`src/rtl/token_arb_pkg.sv`:
```
package token_arb_pkg;

  typedef enum logic [1:0] {
    CtlIdle    = 2'd0,
    CtlOwn     = 2'd1,
    CtlHandoff = 2'd2
  } ctlState_t;

  typedef struct packed {
    logic advance;
  } selStrobe_t;

endpackage

```
`src/rtl/arb_client_ctl.sv`:
```
module arb_client_ctl
  import token_arb_pkg::*;
(
  input  logic clk,
  input  logic rst,
  input  logic selected,
  input  logic req,
  output logic ack,
  output logic pass
);

  ctlState_t state;
  ctlState_t stateNext;

  always_comb begin
    stateNext = state;
    case (state)
      CtlIdle:    if (selected) stateNext = req ? CtlOwn : CtlHandoff;
      CtlOwn:     if (!req) stateNext = CtlHandoff;
      CtlHandoff: stateNext = CtlIdle;
      default:    stateNext = CtlIdle;
    endcase
  end

  always_ff @(posedge clk) begin
    if (rst) state <= CtlIdle;
    else     state <= stateNext;
  end

  assign ack  = (state == CtlOwn);
  assign pass = (state == CtlHandoff);

endmodule

```
`src/rtl/arb_control.sv`:
```
module arb_control
  import token_arb_pkg::*;
#(
  parameter int NUM_CLIENTS = 3
) (
  input  logic                   clk,
  input  logic                   rst,
  input  logic [NUM_CLIENTS-1:0] selOneHot,
  input  logic [NUM_CLIENTS-1:0] req,
  output logic [NUM_CLIENTS-1:0] ack,
  output logic [NUM_CLIENTS-1:0] passVec,
  output selStrobe_t             strobe
);

  for (genvar g = 0; g < NUM_CLIENTS; g++) begin : gClient
    arb_client_ctl u_ctl (
      .clk      (clk),
      .rst      (rst),
      .selected (selOneHot[g]),
      .req      (req[g]),
      .ack      (ack[g]),
      .pass     (passVec[g])
    );
  end

  assign strobe.advance = |passVec;

endmodule

```
`src/rtl/arb_selector.sv`:
```
module arb_selector
  import token_arb_pkg::*;
#(
  parameter int NUM_CLIENTS = 3
) (
  input  logic                   clk,
  input  logic                   rst,
  input  selStrobe_t             strobe,
  output logic [NUM_CLIENTS-1:0] selOneHot
);

  localparam int IDX_W = (NUM_CLIENTS > 1) ? $clog2(NUM_CLIENTS) : 1;
  localparam logic [IDX_W-1:0] LAST_IDX = IDX_W'(NUM_CLIENTS - 1);

  logic [IDX_W-1:0] selIdx;

  always_ff @(posedge clk) begin
    if (rst) begin
      selIdx <= '0;
    end else if (strobe.advance) begin
      selIdx <= (selIdx == LAST_IDX) ? '0 : selIdx + 1'b1;
    end
  end

  for (genvar g = 0; g < NUM_CLIENTS; g++) begin : gDecode
    assign selOneHot[g] = (selIdx == IDX_W'(g));
  end

endmodule

```
`src/rtl/token_arbiter.sv`:
```
module token_arbiter
  import token_arb_pkg::*;
#(
  parameter int NUM_CLIENTS = 3
) (
  input  logic                   clk,
  input  logic                   rst,
  input  logic [NUM_CLIENTS-1:0] req,
  output logic [NUM_CLIENTS-1:0] ack
);

  logic [NUM_CLIENTS-1:0] selOneHot;
  logic [NUM_CLIENTS-1:0] passVec;
  selStrobe_t             strobe;

  arb_control #(.NUM_CLIENTS(NUM_CLIENTS)) u_control (
    .clk       (clk),
    .rst       (rst),
    .selOneHot (selOneHot),
    .req       (req),
    .ack       (ack),
    .passVec   (passVec),
    .strobe    (strobe)
  );

  arb_selector #(.NUM_CLIENTS(NUM_CLIENTS)) u_selector (
    .clk       (clk),
    .rst       (rst),
    .strobe    (strobe),
    .selOneHot (selOneHot)
  );

endmodule

```
`config.mk`:
```
export PLATFORM = sky130hd
export DESIGN_NAME = token_arbiter
export DESIGN_NICKNAME = d
export VERILOG_FILES = /design/src/rtl/token_arb_pkg.sv /design/src/rtl/arb_client_ctl.sv /design/src/rtl/arb_control.sv /design/src/rtl/arb_selector.sv /design/src/rtl/token_arbiter.sv
export SDC_FILE = /design/constraint.sdc
export NUM_CORES = 1
export LEC_CHECK = 0
export ABC_AREA = 1
export CORE_AREA = 4 4 41 43
export DETAILED_ROUTE_END_ITERATION = 12
export DIE_AREA = 0 0 45 47
export DONT_BUFFER_PORTS = 1
export PLACE_DENSITY = 0.48
export REMOVE_ABC_BUFFERS = 1
export SLEW_MARGIN = 40
export SYNTH_ARGS = -nofsm -noshare
export SYNTH_HDL_FRONTEND = slang
export SYNTH_SLANG_ARGS = --single-unit
export TNS_END_PERCENT = 30
```
`constraint.sdc`:
```
create_clock -name clk -period 0.8 [get_ports clk]
set_input_delay 0.04 -clock clk [delete_from_list [all_inputs] [get_ports clk]]
set_output_delay 0.04 -clock clk [all_outputs]
set_load 0.03 [all_outputs]
```
After elaboration in Yosys (flattened, before gate mapping) --
Index checks and enable logic that the tools add are counted.
Cells by class: add/subtract/negate cells 1, equality and inequality tests 14, multiplexer cells 13, reduce and logical (&&, ||, !) cells 8
Operators with widths (count):
- 2-bit two-way mux | 10
- 2-bit != test, second input constant | 6
- 2-bit one-hot mux with 2 select lines | 3
- 2-bit by 1-bit equality test with 1-bit output, second input constant | 4
- 2-bit equality test, second input constant | 4
- 2-bit logical NOT | 4
- 2-bit AND reduction | 3
- 3-bit OR reduction | 1
- 2-bit by 1-bit adder with 2-bit output, second input constant | 1
Word-level totals: flip-flop bits (word level) 8, input bits 5, output and inout port bits 3, logic and storage cells 40

Longest topological paths before layout --
Gate-level depths: netlist of run 1.
word-level depth 3, mapped depth 6, depth with buffers taken out 6

Cells and area by module --
From an unflattened synthesis of run 1, not the netlist that was laid out.
Second synthesis, totals: cells, all modules 57, area, all modules 357.8 um^2
By module, submodules not included:
- arb_client_ctl | instances 3, cells each 13, area an instance 83.8 um^2, sequential area each 40.0 um^2
- arb_selector | instances 1, cells each 15, area an instance 95.1 um^2, sequential area each 40.0 um^2
- arb_control | instances 1, cells each 3, area an instance 11.3 um^2, sequential area each 0.0 um^2

Least setup slack after synthesis of run 1 --
OpenSTA, ideal clock, no wires.
path kind reg2reg, from register u_control.gClient[1].u_ctl.state[0], to register u_selector.selIdx[0], data arrival time 0.647 ns, required time 0.686 ns, path slack 0.039 ns, stages on the path, launching flop included 6, buffers on the path 0, cell sequence dfxtp_1 -> inv_1 -> nand2_2 -> nand3_2 -> nor2_1 -> nor2_2
On the way: cells in the longest elaborated chain, start to end 2
Ends and longest elaborated chain:
- start, declared | line arb_client_ctl.sv:12 | ctlState_t state;
- start signal, assigned | line arb_client_ctl.sv:26 | if (rst) state <= CtlIdle;
- start signal, assigned | line arb_client_ctl.sv:27 | else state <= stateNext;
- 2-bit equality test | line arb_client_ctl.sv:31 | assign pass = (state == CtlHandoff);
- 3-bit OR reduction | line arb_control.sv:26 | assign strobe.advance = |passVec;
- end signal, assigned | line arb_selector.sv:21 | selIdx <= (selIdx == LAST_IDX) ? '0 : selIdx + 1'b1;
- end, declared | line arb_selector.sv:15 | logic [IDX_W-1:0] selIdx;
Every way passes these cells. A chain may end at the register's enable or synchronous reset.

Worst setup path in the final report of run 1 --
from register u_control.gClient[2].u_ctl.state[1], to output ack[2]
On the way: cells in the longest elaborated chain, start to end 1
Ends and longest elaborated chain:
- start, declared | line arb_client_ctl.sv:12
- start signal, assigned | line arb_client_ctl.sv:26
- start signal, assigned | line arb_client_ctl.sv:27
- 2-bit by 1-bit equality test with 1-bit output | line arb_client_ctl.sv:30 | assign ack = (state == CtlOwn);
- end, declared | line token_arbiter.sv:9 | output logic [NUM_CLIENTS-1:0] ack
Every way passes these cells.

==> results of run 1 <==
==> layer usage <==
metal / part of all wire [%] / routed length (um) / track usage, % / vias to the layer above
li1: - / - / - / 167
met2: 55 / 407 / 15.25 / 6
met5: 0 / 0 / 0 / -
met1: 41 / 306 / 8.656 / 138
met4: 0 / 0 / 5.263 / 0
met3: 3.8 / 28 / 3.448 / 0
==> worst reg2reg max path: stages (launching register included) <==
cell and delay, ns:
dfxtp_2 0.32, buf_4 0.14, nand2_4 0.07, nand3_4 0.08, nor2_2 0.10, nor2_2 0.04
==> how the worst max path moves through the flow <==
stage	end	cells after the start	start
floorplan	ack[1]	2	u_control.gClient[1].u_ctl.state[0]$_SDFFE_PP0P_
global placement	u_selector.selIdx[0]$_SDFFE_PP0P_	5	u_control.gClient[1].u_ctl.state[0]$_SDFFE_PP0P_
detailed placement	u_selector.selIdx[0]$_SDFFE_PP0P_	5	u_control.gClient[2].u_ctl.state[0]$_SDFFE_PP0P_
CTS	ack[2]	3	u_control.gClient[2].u_ctl.state[1]$_SDFFE_PP0P_
global route	ack[2]	3	u_control.gClient[2].u_ctl.state[1]$_SDFFE_PP0P_
finish	ack[2]	3	u_control.gClient[2].u_ctl.state[1]$_SDFFE_PP0P_
==> power by group through the flow <==
stage	Combinational (mW)	Sequential [mW]	Clock [mW]
after floorplan	0.206	0.493	0
after global placement	0.269	0.500	0
after detailed placement	0.272	0.498	0
after CTS	0.343	0.496	0.316
after global routing	0.413	0.504	0.336
final	0.372	0.501	0.307
==> sequential cells by signal, summed over array words and instances (netlist names) <==
signal and flops:
u_control.gClient.u_ctl.state 6, u_selector.selIdx 2
==> synth_stat cells (all sizes together) <==
cell	instances
a21oi	1
buf	3
dfxtp	8
inv	8
nand2	11
nand3	1
nor2	12
nor3	2
nor3b	1
nor4	1
o21ai	1
==> kinds of logic (layout without fill, tap and decap cells) <==
logic type / Yosys count / count (layout)
flops: 8 / 8
compound gates: 2 / 2
buf+inv: 11 / 21
simple gates: 28 / 28
==> cell usage in the layout (no fill, tap or decap), drive strengths merged <==
master,instances
nor2,12
nand2,11
dfxtp,8
inv,8
buf,6
clkbuf,3
dlygate4sd3,3
nor3,2
nand3,1
o21ai,1
nor4,1
a21oi,1
nor3b,1
dlymetal6s4s,1
==> layout make-up <==
class	count	area, sq um
Clock buffer	3	22.52
Fill cell	136	777.0
Inverter	8	30.03
Multi-Input combinational cell	30	183.9
Sequential cell	8	166.4
Tap cell	15	18.77
Timing Repair Buffer	10	102.6
==> repair_timing <==
action	CTS	global route
hold endpoints to repair	8	0
buffers inserted	1	0
setup endpoints to repair	7	10
pin swaps	3	0
gates resized for setup	14	5
hold buffers	4	0
==> qor.yml, run 1 <==
status: "finished with violations"
failed_checks: "setup timing"
grt_use_total_pct: 8.696
dieArea_sq_um: 2115
r2r_slack_ns: -0.07
start_util_pct: 27.98
design_area_sq_um: 524.3
slew_viol_final: 0
cts_tree: "yes"
power_mw: 1.181
final_cells: 74
htreeDepth: 1
cts.sinks: 8
p_per_area_nw_per_um2: 2252
final-setup-viol-count: 8
place_ws_ns: -0.02386
synthAdderAreaFrac_pct: 0
placed_cell_area_sq_um: 397.9
synth_area_leaders: "dfxtp_1 44%, nor2_1 10%, nand2_1 9.3%, buf_4 6.2%, inv_1 5.2%"
worst_slack_ns: -0.1246
dp_cells: 66
crit_chain: "buf_6, nor2_4, buf_6"
clk_latency_ns: 0.25
port_buffers: 0
startpoint_type: "flop"
clockPowerShare_pct: 26.0
synth-simple-area-share_pct: 38.83
clockRootBuffer: "clkbuf_4"
wirelength_um: 742
synth_mux_area_share_pct: 0
path_class: "flop to primary output"
wl_per_cell_um: 10.03
cellLeakagePower_nw: 0.2365
switching_power_mw: 0.3901
overflow: 0
switching_share_pct: 33.04
area_delta_synth_final_pct: 43.99
crit_buf_inv: 2
yosys.area.top_type: "dfxtp_1"
yosysTopAreaCellShare_pct: 43.99
internal-power_mw: 0.7906
slowest_delay_ns: 0.32
min_path_type: "input port to flop"
tightestPinTransition_ns: 0.2240
grt_pass1_vias: 328
final_layout_size_suffix_gt1_share_pct: 49.15
drt-initial-drc-count: 2
hold_path.startpoint: "rst"
hold-worst-slack_ns: 0.1416
crit_required_ns: 0.76
clock.fmax_ghz: 1.082
synthesis.area_sq_um: 364.1
ctsLongestPathBuffers: 2
min_period_ns: 0.9246
crit_fanout: 2
ant_nets: 0
crit_path_frequent_cell: "buf_6"
r2r-start: "u_control.gClient[0].u_ctl.state[1]$_SDFFE_PP0P_"
crit_slowest_cell: "dfxtp_2"
antenna_cells: 0
ioPinCount: 8
rows: 13
skew_ns: 0.001290
ys_ff_latch: 8
synth-xor-area-share_pct: 0
vias_per_cell: 4.203
place_congestion: 0.8006
drc_errors: 0
worst_ep_arrival_time_ns: 0.88
cts_made_buffers: 3
yosysSeqAreaShare_pct: 43.99
post-dp-hpwl_um: 505.1
synth_compound_area_share_pct: 2.749
pwr-share-comb_pct: 31.5
hold_viol_final: 0
grt_start_max_net_pins: 6
critPathCaptureType: "primary output"
reg2reg_depth: 5
hold-path-cell-count: 2
antenna_found_initial: 0
synth_top_family_by_area: "simple AND/OR/NAND/NOR gates"
clk_pin_slew_ns: 0.05
coreArea_sq_um: 1301
fin_setup_tns_ns: -0.5355
die_y_um: 47
fin_crit_sh_pct: 115.6
synthDistinctLibCells: 14
vdd_drop_max_mv: 1.020
r2r-end: "u_selector.selIdx[1]$_SDFFE_PP0P_"
fp.dieW_um: 45
crit_family: "flip-flops"
pwr-share-seq_pct: 42.4
ys_warn_count: 0
netlist_instances: 49
num_vias: 311
max_slew_margin_pct: 85.07
holdPathEnd: "u_control.gClient[0].u_ctl.state[1]$_SDFFE_PP0P_"
grt_setup_unrepaired: "yes"
fin_util_pct: 40.29
maxCapViolCount: 0
avgSynthCellArea_sq_um: 7.431
firstDrtPassIters: 2
grt_pass1_wl_mm: 1.262
nNetsFinal: 66
Power figures use the tool's default switching activity.
==> run 2, diff against run 1 <==
PLACE_DENSITY = 0.47   (was 0.48)
clock period = 1.2 ns   (was 0.8 ns; I/O delays follow)
==> run 2 against run 1 <==
  * The flow now finishes without violations
  * Sequential cell count unchanged
  * Wire length decreased by 18%
  * First-iteration DRC count fell by 50%
  * Critical path depth stayed put
  * Final area is 15% lower
  * Sequential share of layout area up 4.2 points
  * Sequential power fell by 34%
  * Clock power shrank 34%
  * Critical endpoint is now ack[1]
  * Hold slack gained 0.31 ns
  * Critical path type unchanged
  * Combinational power down 52%
  * Clock-buffer cell count unchanged
  * Worst setup slack improved by 0.39 ns
==> qor.yml, run 2 (synthesis gave the netlist of run 1 again) <==
vdd_drop_max_mv: 0.5462
path_class: "flop to primary output"
clk_pin_slew_ns: 0.05
grt_setup_unrepaired: "no"
crit_required_ns: 1.14
port_buffers: 0
cts.sinks: 8
grt_pass1_wl_mm: 1.076
clock.fmax_ghz: 1.069
clk_latency_ns: 0.25
cts_resized: 0
crit_buf_inv: 2
switching_power_mw: 0.2263
ioPinCount: 8
clockPowerShare_pct: 28.5
min_path_type: "input port to flop"
drt-initial-drc-count: 1
ant_nets: 0
drc_errors: 0
htreeDepth: 1
design_area_sq_um: 445.4
hold_path.startpoint: "req[1]"
area_delta_synth_final_pct: 22.34
slowest_delay_ns: 0.33
max_slew_margin_pct: 83.33
clockRootBuffer: "clkbuf_4"
crit_chain: "inv_1, nor2_1, buf_4"
cts_made_buffers: 3
grt_use_total_pct: 7.772
antenna_cells: 0
crit_fanout: 2
pwr-share-comb_pct: 25.2
maxCapViolCount: 0
switching_share_pct: 31.80
crit_slowest_cell: "dfxtp_1"
internal-power_mw: 0.4854
tightestPinTransition_ns: 0.2500
coreArea_sq_um: 1301
die_y_um: 47
placed_cell_area_sq_um: 382.9
fp.dieW_um: 45
min_period_ns: 0.9358
grt_pass1_vias: 286
cellLeakagePower_nw: 0.2033
pwr-share-seq_pct: 46.2
seq_area_sq_um: 160.2
ctsLongestPathBuffers: 2
vias_per_cell: 3.901
critPathCaptureType: "primary output"
critPathLaunch: "u_control.gClient[1].u_ctl.state[0]$_SDFFE_PP0P_"
overflow: 0
nFillCells: 142
status: "completed"
antenna_found_initial: 0
startpoint_type: "flop"
fin_crit_sh_pct: 77.99
p_per_area_nw_per_um2: 1598
num_vias: 277
wl_per_cell_um: 8.563
start_util_pct: 27.98
dieArea_sq_um: 2115
r2r-start: "u_selector.selIdx[1]$_SDFFE_PP0P_"
postCtsSetupBuffers: 0
top_regs: "u_control.gClient.u_ctl.state: 6 flops, u_selector.selIdx: 2 flops"
wirelength_um: 608
worst_slack_ns: 0.2642
fin_setup_tns_ns: 0
largest_reg_flops: 6
place_congestion: 0.7325
cts_tree: "yes"
nNetsFinal: 63
worst_ep_arrival_time_ns: 0.88
crit_family: "flip-flops"
firstDrtPassIters: 2
place_ws_ns: 0.3609
post-dp-hpwl_um: 480.9
power_mw: 0.7117
final_layout_size_suffix_gt1_share_pct: 28.57
layout_commonest_cell: "nor2_1"
slew_viol_final: 0
skew_ns: 0.001793
rows: 13
final-setup-viol-count: 0
top_register: "u_control.gClient.u_ctl.state"
mostFrequentLayoutCells: "10 x nor2_1, 9 x nand2_1, 8 x dfxtp_1"
hold_viol_final: 0
multi_input_area_sq_um: 151.4
fin_util_pct: 34.23
grt_start_max_net_pins: 6
==> run 2: cell count changes in the layout (fill, tap and decap cells not counted), sizes merged <==
cell          previous run  this run
dlymetal6s4s             1         0
dlygate4sd3              3         4
buf                      6         3
==> run 2: final timing paths <==
check / end / slack, ns / cells past startpoint
max: ack[1] / 0.26 / 3
min: u_control.gClient[1].u_ctl.state[1]$_SDFFE_PP0P_ / 0.45 / 2
max reg2reg: u_control.gClient[1].u_ctl.state[1]$_SDFFE_PP0P_ / 0.36 / 3
min reg2reg: u_control.gClient[0].u_ctl.state[1]$_SDFFE_PP0P_ / 0.51 / 1
==> run 2: area by class of cell <==
class,instances,area share (%)
clock buffers,3,5.056
flip-flops and latches,8,35.96
well taps,15,4.213
multi-input cells,30,33.99
inverters,8,6.742
repair buffers,7,14.04
==> run 2: layer usage <==
layer	GRT usage, %	share of wire [%]
met5	0	0
met4	8.772	1.6
met3	3.448	3.9
met2	10.73	43
met1	8.276	51
==> run 2: power by group through the flow <==
stage	registers, mW	logic (mW)	clock network (mW)
CTS	0.329	0.183	0.216
global route	0.335	0.208	0.229
global placement	0.335	0.168	0
floorplan	0.329	0.137	0
detailed placement	0.335	0.169	0
finish	0.329	0.179	0.203
==> run 2: through the flow <==
| step | cells | hold WS (ns) |
|---|---|---|
| 2_1_floorplan | 46 | 0.1323 |
| 3_3_place_gp | 64 | 0.1362 |
| 3_5_place_dp | 64 | 0.1347 |
| 4_1_cts | 71 | 0.4405 |
| 5_1_grt | 71 | 0.4532 |
| 6_report | 71 | 0.4531 |
==> run 2: what timing repair did <==
| item | 4_1_cts | 5_1_grt |
|---|---|---|
| hold buffers | 4 | 0 |
| endpoints found under the setup margin | 0 | 0 |
| hold endpoints to repair | 8 | 0 |
